[src/rtl/ssp_pkg.sv]
package ssp_pkg;
  typedef struct packed {
    logic load;
    logic shift;
  } sspStrobes_t;
endpackage

[src/rtl/ssp_edge_sync.sv]
module ssp_edge_sync #(
  parameter int SYNC_STAGES = 2
) (
  input  logic clk,
  input  logic rstN,
  input  logic sclkIn,
  input  logic sdiIn,
  output logic sclkLvl,
  output logic sclkPrev,
  output logic sdiBit
);
  logic [SYNC_STAGES-1:0] sclkPipe;
  logic [SYNC_STAGES-1:0] sdiPipe;

  genvar g;
  generate
    for (g = 0; g < SYNC_STAGES; g++) begin : gStage
      if (g == 0) begin : gFirst
        always_ff @(posedge clk or negedge rstN) begin
          if (!rstN) begin
            sclkPipe[g] <= 1'b0;
            sdiPipe[g]  <= 1'b0;
          end else begin
            sclkPipe[g] <= sclkIn;
            sdiPipe[g]  <= sdiIn;
          end
        end
      end else begin : gNext
        always_ff @(posedge clk or negedge rstN) begin
          if (!rstN) begin
            sclkPipe[g] <= 1'b0;
            sdiPipe[g]  <= 1'b0;
          end else begin
            sclkPipe[g] <= sclkPipe[g-1];
            sdiPipe[g]  <= sdiPipe[g-1];
          end
        end
      end
    end
  endgenerate

  always_ff @(posedge clk or negedge rstN) begin
    if (!rstN) sclkPrev <= 1'b0;
    else       sclkPrev <= sclkPipe[SYNC_STAGES-1];
  end

  assign sclkLvl = sclkPipe[SYNC_STAGES-1];
  assign sdiBit  = sdiPipe[SYNC_STAGES-1];
endmodule

[src/rtl/ssp_ctrl.sv]
module ssp_ctrl
  import ssp_pkg::*;
#(
  parameter int WIDTH = 16
) (
  input  logic        clk,
  input  logic        rstN,
  input  logic        sclkLvl,
  input  logic        sclkPrev,
  input  logic        sclkInvert,
  input  logic        csN,
  input  logic        resultValid,
  output sspStrobes_t strobes,
  output logic        readError
);
  localparam int CNT_W = $clog2(WIDTH + 1);
  localparam logic [CNT_W-1:0] FULL = CNT_W'(WIDTH);

  logic [CNT_W-1:0] bitCount;
  logic riseEdge, fallEdge, activeEdge, incomplete;

  assign riseEdge   = sclkLvl & ~sclkPrev;
  assign fallEdge   = ~sclkLvl & sclkPrev;
  assign activeEdge = sclkInvert ? fallEdge : riseEdge;
  assign incomplete = (bitCount != '0) && (bitCount < FULL);

  always_comb begin
    strobes.load  = resultValid;
    strobes.shift = activeEdge & ~csN & ~resultValid;
  end

  always_ff @(posedge clk or negedge rstN) begin
    if (!rstN) begin
      bitCount  <= '0;
      readError <= 1'b0;
    end else begin
      readError <= resultValid & incomplete;
      if (resultValid)
        bitCount <= '0;
      else if (strobes.shift && bitCount != FULL)
        bitCount <= bitCount + 1'b1;
    end
  end

  AST_COUNT_BOUND: assert property (@(posedge clk) disable iff (!rstN)
    bitCount <= FULL);
  AST_GATED_COUNT: assert property (@(posedge clk) disable iff (!rstN)
    (csN && !resultValid) |=> $stable(bitCount));
  AST_ERR_ONE_CYCLE: assert property (@(posedge clk) disable iff (!rstN)
    readError |=> !readError);
  AST_ERR_CAUSE: assert property (@(posedge clk) disable iff (!rstN)
    readError |-> $past(resultValid));
endmodule

[src/rtl/ssp_datapath.sv]
module ssp_datapath
  import ssp_pkg::*;
#(
  parameter int WIDTH = 16
) (
  input  logic             clk,
  input  logic             rstN,
  input  sspStrobes_t      strobes,
  input  logic [WIDTH-1:0] resultData,
  input  logic             sdiBit,
  output logic             sdOut
);
  logic [WIDTH-1:0] shiftReg;

  always_ff @(posedge clk or negedge rstN) begin
    if (!rstN)
      shiftReg <= '0;
    else if (strobes.load)
      shiftReg <= resultData;
    else if (strobes.shift)
      shiftReg <= {shiftReg[WIDTH-2:0], sdiBit};
  end

  assign sdOut = shiftReg[WIDTH-1];

  AST_HOLD_IDLE: assert property (@(posedge clk) disable iff (!rstN)
    (!strobes.load && !strobes.shift) |=> $stable(sdOut));
endmodule

[src/rtl/slave_shift_port.sv]
module slave_shift_port
  import ssp_pkg::*;
#(
  parameter int WIDTH       = 16,
  parameter int SYNC_STAGES = 2
) (
  input  logic             clk,
  input  logic             rstN,
  input  logic [WIDTH-1:0] resultData,
  input  logic             resultValid,
  input  logic             sclkIn,
  input  logic             sdiIn,
  input  logic             csN,
  input  logic             rdN,
  input  logic             sclkInvert,
  output logic             sdOut,
  output logic             sdOutEn,
  output logic             readError
);
  sspStrobes_t strobes;
  logic sclkLvl, sclkPrev, sdiBit;

  ssp_edge_sync #(.SYNC_STAGES(SYNC_STAGES)) syncI (
    .clk(clk), .rstN(rstN), .sclkIn(sclkIn), .sdiIn(sdiIn),
    .sclkLvl(sclkLvl), .sclkPrev(sclkPrev), .sdiBit(sdiBit)
  );

  ssp_ctrl #(.WIDTH(WIDTH)) ctrlI (
    .clk(clk), .rstN(rstN), .sclkLvl(sclkLvl), .sclkPrev(sclkPrev),
    .sclkInvert(sclkInvert), .csN(csN), .resultValid(resultValid),
    .strobes(strobes), .readError(readError)
  );

  ssp_datapath #(.WIDTH(WIDTH)) dpI (
    .clk(clk), .rstN(rstN), .strobes(strobes), .resultData(resultData),
    .sdiBit(sdiBit), .sdOut(sdOut)
  );

  assign sdOutEn = ~(csN | rdN);

  AST_LOAD_MSB: assert property (@(posedge clk) disable iff (!rstN)
    resultValid |=> sdOut == $past(resultData[WIDTH-1]));
  AST_EN_OFF: assert property (@(posedge clk) disable iff (!rstN)
    (csN || rdN) |-> !sdOutEn);
endmodule

[config.mk]
export PLATFORM = sky130hd
export DESIGN_NAME = slave_shift_port
export DESIGN_NICKNAME = d
export VERILOG_FILES = /design/src/rtl/ssp_pkg.sv /design/src/rtl/ssp_edge_sync.sv /design/src/rtl/ssp_ctrl.sv /design/src/rtl/ssp_datapath.sv /design/src/rtl/slave_shift_port.sv
export SDC_FILE = /design/constraint.sdc
export NUM_CORES = 1
export LEC_CHECK = 0
export ABC_CLOCK_PERIOD_IN_PS = 4300
export CORE_UTILIZATION = 52
export CTS_CLUSTER_SIZE = 25
export DETAILED_ROUTE_END_ITERATION = 10
export PLACE_DENSITY = 0.82
export SLEW_MARGIN = 10
export SYNTH_ARGS = -nofsm -noshare
export SYNTH_HDL_FRONTEND = slang
export SYNTH_HIERARCHICAL = 1
export SYNTH_SLANG_ARGS = --single-unit
[constraint.sdc]
create_clock -name clk -period 4.3 [get_ports clk]
set_clock_uncertainty 0.2 [all_clocks]
set_input_delay 1.29 -clock clk [delete_from_list [all_inputs] [get_ports clk]]
set_output_delay 1.29 -clock clk [all_outputs]
set_load 0.01 [all_outputs]
# After elaboration in Yosys (flattened, before gate mapping)

Index checks and enable logic that the tools add are counted.
Widths: inputs -> output; s select.

Magnitude comparators: 1
Add/subtract/negate cells: 1
Bitwise logic cells: 11
Equality and inequality tests: 1
Reduce and logical (&&, ||, !) cells: 5
Mux-type cells: 5

Operators by type and width:

| operator            | count |
|---|---|
| $mux 16             | 2 |
| $mux 5              | 2 |
| $add 5x1->5 const B | 1 |
| $and 1x1->1         | 5 |
| $lt 5x5->1 const B  | 1 |
| $ne 5x5->1 const B  | 1 |
| $not 1->1           | 5 |
| $reduce_bool 5->1   | 1 |
| $reduce_bool 2->1   | 2 |
| $logic_and 1x1->1   | 2 |
| $mux 1              | 1 |
| $or 1x1->1          | 1 |

Input port bits: 24
Output and inout port bits: 3
Logic and storage cells: 32
Register bits after elaboration: 27

# Longest topological paths before layout

Depth in word-level cells: 8
Mapped depth: 6

# Cells and area by module

The synthesis kept the hierarchy.

By module, submodules not included:

| module           | area an instance (µm²) | times used | cells each | sequential area each (µm²) |
|---|---|---|---|---|
| ssp_datapath     | 744.5                  | 1          | 69         | 400.4 |
| ssp_ctrl         | 349.1                  | 1          | 32         | 150.1 |
| ssp_edge_sync    | 125.1                  | 1          | 5          | 125.1 |
| slave_shift_port | 3.8                    | 1          | 1          | 0.0 |

# Least setup slack after synthesis

OpenSTA, ideal clock, no wires.

Path type: input to output
Start: input port rdN
End: output port sdOutEn
Stages on the path: 1
Arrival time: 1.459 ns
Required time: 2.810 ns
Slack: 1.351 ns
Path through: nor2_1

Longest elaborated chain between the ends: 2

Ends and longest elaborated chain:

| item            | RTL line               | text |
|---|---|---|
| start, declared | slave_shift_port.sv:14 | `input logic rdN,` |
| $or 1x1->1      | slave_shift_port.sv:39 | `assign sdOutEn = ~(csN \| rdN);` |
| $not 1->1       | slave_shift_port.sv:39 |  |
| end, declared   | slave_shift_port.sv:17 | `output logic sdOutEn,` |

Every way passes these cells.

# Worst setup path after layout

Start: input port csN
End: output port sdOutEn

Longest elaborated chain between the ends: 2

Ends and longest elaborated chain:

| item            | RTL line               | text |
|---|---|---|
| start, declared | slave_shift_port.sv:13 | `input logic csN,` |
| $or 1x1->1      | slave_shift_port.sv:39 |  |
| $not 1->1       | slave_shift_port.sv:39 |  |

Every way passes these cells.

==> summary.md <==
| Metric | Value |
|---|---|
| Internal cell power | `0.3458 mW` |
| CTS tree | `done` |
| Cell type with the highest occurrence count on the critical path | `sky130_fd_sc_hd__clkdlybuf4s50_1` |
| M3 GR Usage | `3.030%` |
| Fraction of layout instances using a drive strength above 1 | `6.716%` |
| Number of cells produced by synthesis | `107` |
| Unrepaired setup endpoints after global routing | `false` |
| Classification of the worst-slack hold path | `reg2reg` |
| Synth top cells by count | `sky130_fd_sc_hd__dfrtp_1 (27), sky130_fd_sc_hd__mux2i_1 (19), sky130_fd_sc_hd__nand2_1 (17), sky130_fd_sc_hd__o21ai_1 (11), sky130_fd_sc_hd__o21ai_0 (6)` |
| H-tree depth | `1` |
| Critical path class | `in2out` |
| EDFF count, synth | `0` |
| Number of CTS-inserted buffers | `3` |
| Most frequent cell after synthesis | `sky130_fd_sc_hd__dfrtp_1` |
| Resized cells post-CTS | `0` |
| Family of cells with the greatest summed delay on the critical path | `buffers and inverters` |
| Fmax | `about 260 MHz` |
| Sequential Area | `675.6 um2` |
| Post-synth top area cell | `sky130_fd_sc_hd__dfrtp_1` |
| Number of antenna violations at the first check in global routing | `0` |
| Clock input transition at the sequential cells of the worst setup and hold paths | `150 ps` |
| Hold buffers post-CTS | `0` |
| Final Critical Period | `~3900 ps` |
| DRC violations left | `0` |
| First-iteration detailed-routing DRC count | `7` |
| Outcome | `finished, final reports clean` |
| Routed wire length | `~2000 um` |
| Largest net degree at the start of global routing | `39` |
| Worst Max-Slew Pin Slew | `339.0 ps` |
| GRT met2 Usage | `~30%` |
| Number of sinks on the clock net | `27` |
| Clock group share of total power | `24.1%` |
| Count of vias placed by the detailed router | `852` |
| FILL cells | `181` |
| Share of synthesized area occupied by flip-flops and latches | `a little under three fifths` |
| Number of global-route vias before repair | `808` |
| CP Data Arrival Time | `2410 ps` |
| Total I/O pin count | `27` |
| Max-Cap Viols | `0` |
| Net Sw Frac | `24.57%` |
| Max-slew violation count | `0` |
| Initial Util | `a little under three fifths` |
| Critical-path cell list | `clkdlybuf4s50_1, nor2_1, clkdlybuf4s50_1` |
| All-layer global routing usage | `18.03%` |
| Power share of the combinational group | `14.6%` |
| Part of the power in registers | `61.3%` |
| Maximum single-stage delay on the critical path | `540 ps` |
| Most crowded layer after global routing | `met2` |
| Count of antenna diodes in the layout | `0` |
| Total number of yosys warnings | `6` |
| Post-synth top flop | `sky130_fd_sc_hd__dfrtp_1` |
| Leakage power summed over all cells | `0.6362 nW` |
| Multi-input gate area in the final layout | `a little under 500 um2` |
| Worst IR drop on VDD | `223.6 uV` |
| Synth top area share | `55.27%` |
| Final worst path period share | `about 91%` |
| P_sw | `0.1126 mW` |
| Via density per instance | `~5.3` |
| First-pass GRT wire length | `3353 um` |
| Final HPWL from detailed placement | `1418 um` |
| Final weighted congestion in routability-driven placement | `0.6540` |
| Overall power | `0.4584 mW` |
| Root buffer cell | `sky130_fd_sc_hd__clkbuf_4` |
| Slew margin rel. | `between 70% and 80%` |
| # setup viols final | `0` |
| Cell variety after synth | `22` |
| Buffers added on ports | `26` |
| Net total in the final layout | `between 150 and 200` |
| Synth-to-Final Area Change | `24.26%` |
| Bufs and invs on worst path | `2` |
| Die width | `50.49 um` |
| Power density cells | `301.8 mW/mm2` |
| Clock network latency to the later pin of the worst-skew pair | `330 ps` |
| Post-CTS setup buffer count | `0` |
| Die H | `50.49 um` |
| Required time of the worst setup path | `2810 ps` |
| Asr flop ratio synth | `100.0%` |
| Endpoint kind of the worst setup timing path | `primary output` |
| Largest buffer count on any clock path | `2` |
| Average wire per cell in the routed design | `12.52 um` |
| Type of element launching the critical path | `primary input` |
| Top post-synthesis cells by area | `sky130_fd_sc_hd__dfrtp_1 (55%), sky130_fd_sc_hd__mux2i_1 (16%), sky130_fd_sc_hd__nand2_1 (5.2%)` |
| Grt ovf | `0` |
| Post-route setup TNS | `0 ps` |
| Avg Inst Size Synth | `between 10 and 15 um2` |
| CP max stage cell | `sky130_fd_sc_hd__clkdlybuf4s50_1` |
| Length of the first detailed-routing pass in iterations | `4` |
| Die footprint | `about 0.0025 mm2` |
| Placeable Area | `0.002212 mm2` |
| #FFs+latches synth | `27` |
| Global-route met1 utilization | `22.69%` |
| Antenna Nets Post-Route | `0` |
| Final hold vios | `0` |
| Largest driver fanout on the critical path | `2` |
| Std cell rows | `17` |
| Net count of the mapped netlist | `133` |
| Syn Std Cell Area | `roughly 0.0012 mm2` |
area by class of cell:
type | count | area share, %
clock buffers | 3 | 1.483
flip-flops and latches | 27 | 44.48
repair buffers | 29 | 18.62
inverters | 2 | 0.4942
multi-input cells | 72 | 32.13
well taps | 28 | 2.306
clock inverters | 1 | 0.4942
flip-flops by register name, summed over array words and instances (netlist names):
name	count
dpI/shiftReg	16
syncI/sclkLvl	1
syncI/sdiBit	1
syncI/sclkPipe	1
syncI/sdiPipe	1
ctrlI/readError	1
ctrlI/bitCount	5
syncI/sclkPrev	1
cells by family (layout without fill, tap and decap cells):
family          Yosys count  after routing  synth area share [%]
flops                    27             27                 55.27
simple gates             30             30                 12.08
mux                      19             19                 15.56
compound gates           21             21                 10.23
buf+inv                   8             35                 4.811
fa+ha+maj                 2              2                 2.047
worst reg2reg max path, cell delays in order, from the launching register on:
cell and delay, ps:
sky130_fd_sc_hd__dfrtp_1 410, sky130_fd_sc_hd__or3b_4 410, sky130_fd_sc_hd__a211oi_4 220, sky130_fd_sc_hd__buf_4 350, sky130_fd_sc_hd__mux2i_1 240, sky130_fd_sc_hd__o21ai_0 90
power by group through the flow:
stage                     logic, mW  clock network, mW  registers (mW)
after floorplan              0.0327                  0           0.284
after global placement       0.0654                  0           0.285
after detailed placement     0.0681                  0           0.286
after CTS                    0.0683              0.116           0.281
after global routing         0.0748              0.121           0.284
final                        0.0669              0.110           0.281
worst paths after layout:
kind / slack [ps] / cells past startpoint / to / from
worst max-delay path: 400 / 3 / sdOutEn / csN
worst min-delay path: 160 / 0 / syncI/sdiBit / syncI/sdiPipe[0]
worst max register to register: 2270 / 5 / dpI/shiftReg[15] / syncI/sclkPrev
worst min register to register: 160 / 0 / syncI/sdiBit / syncI/sdiPipe[0]
max in group asynchronous: 2530 / 2 / ctrlI/bitCount[3] / rstN
min in group asynchronous: 1100 / 2 / dpI/shiftReg[4] / rstN
per-stage QoR:
| stage | instance area, um2 | hold WS, ps | worst slack [ps] | utilization, % | instances |
|---|---|---|---|---|---|
| CTS | 1519 | 158.1 | 390.8 | 68.67 | 162 |
| floorplan | 1222 | 131.2 | 1351 | - | 107 |
| detailed placement | 1489 | 141.3 | 402.5 | 67.31 | 158 |
| global placement | 1489 | 133.3 | 420.4 | 67.31 | 158 |
| finish | 1519 | 160.0 | 404.6 | 68.67 | 162 |
| global route | 1519 | 177.8 | 384.2 | 68.67 | 162 |
layout by cell type (no fill, tap or decap), types with 3 or more instances in the layout:
| cell type | n |
|---|---|
| sky130_fd_sc_hd__clkbuf_4 | 3 |
| sky130_fd_sc_hd__o21ai_1 | 11 |
| sky130_fd_sc_hd__o21ai_0 | 6 |
| sky130_fd_sc_hd__mux2i_1 | 19 |
| sky130_fd_sc_hd__buf_4 | 3 |
| sky130_fd_sc_hd__nand3_1 | 3 |
| sky130_fd_sc_hd__nand2_1 | 17 |
| sky130_fd_sc_hd__clkdlybuf4s50_1 | 26 |
| sky130_fd_sc_hd__nand2b_1 | 3 |
| sky130_fd_sc_hd__dfrtp_1 | 27 |
per-layer routing:
metal | wire length (um) | vias to the layer above
met5 | 0 | -
met4 | 34 | 0
met3 | 80 | 4
met2 | 1005 | 19
met1 | 908 | 408
li1 | - | 421
Power figures use the tool's default switching activity.
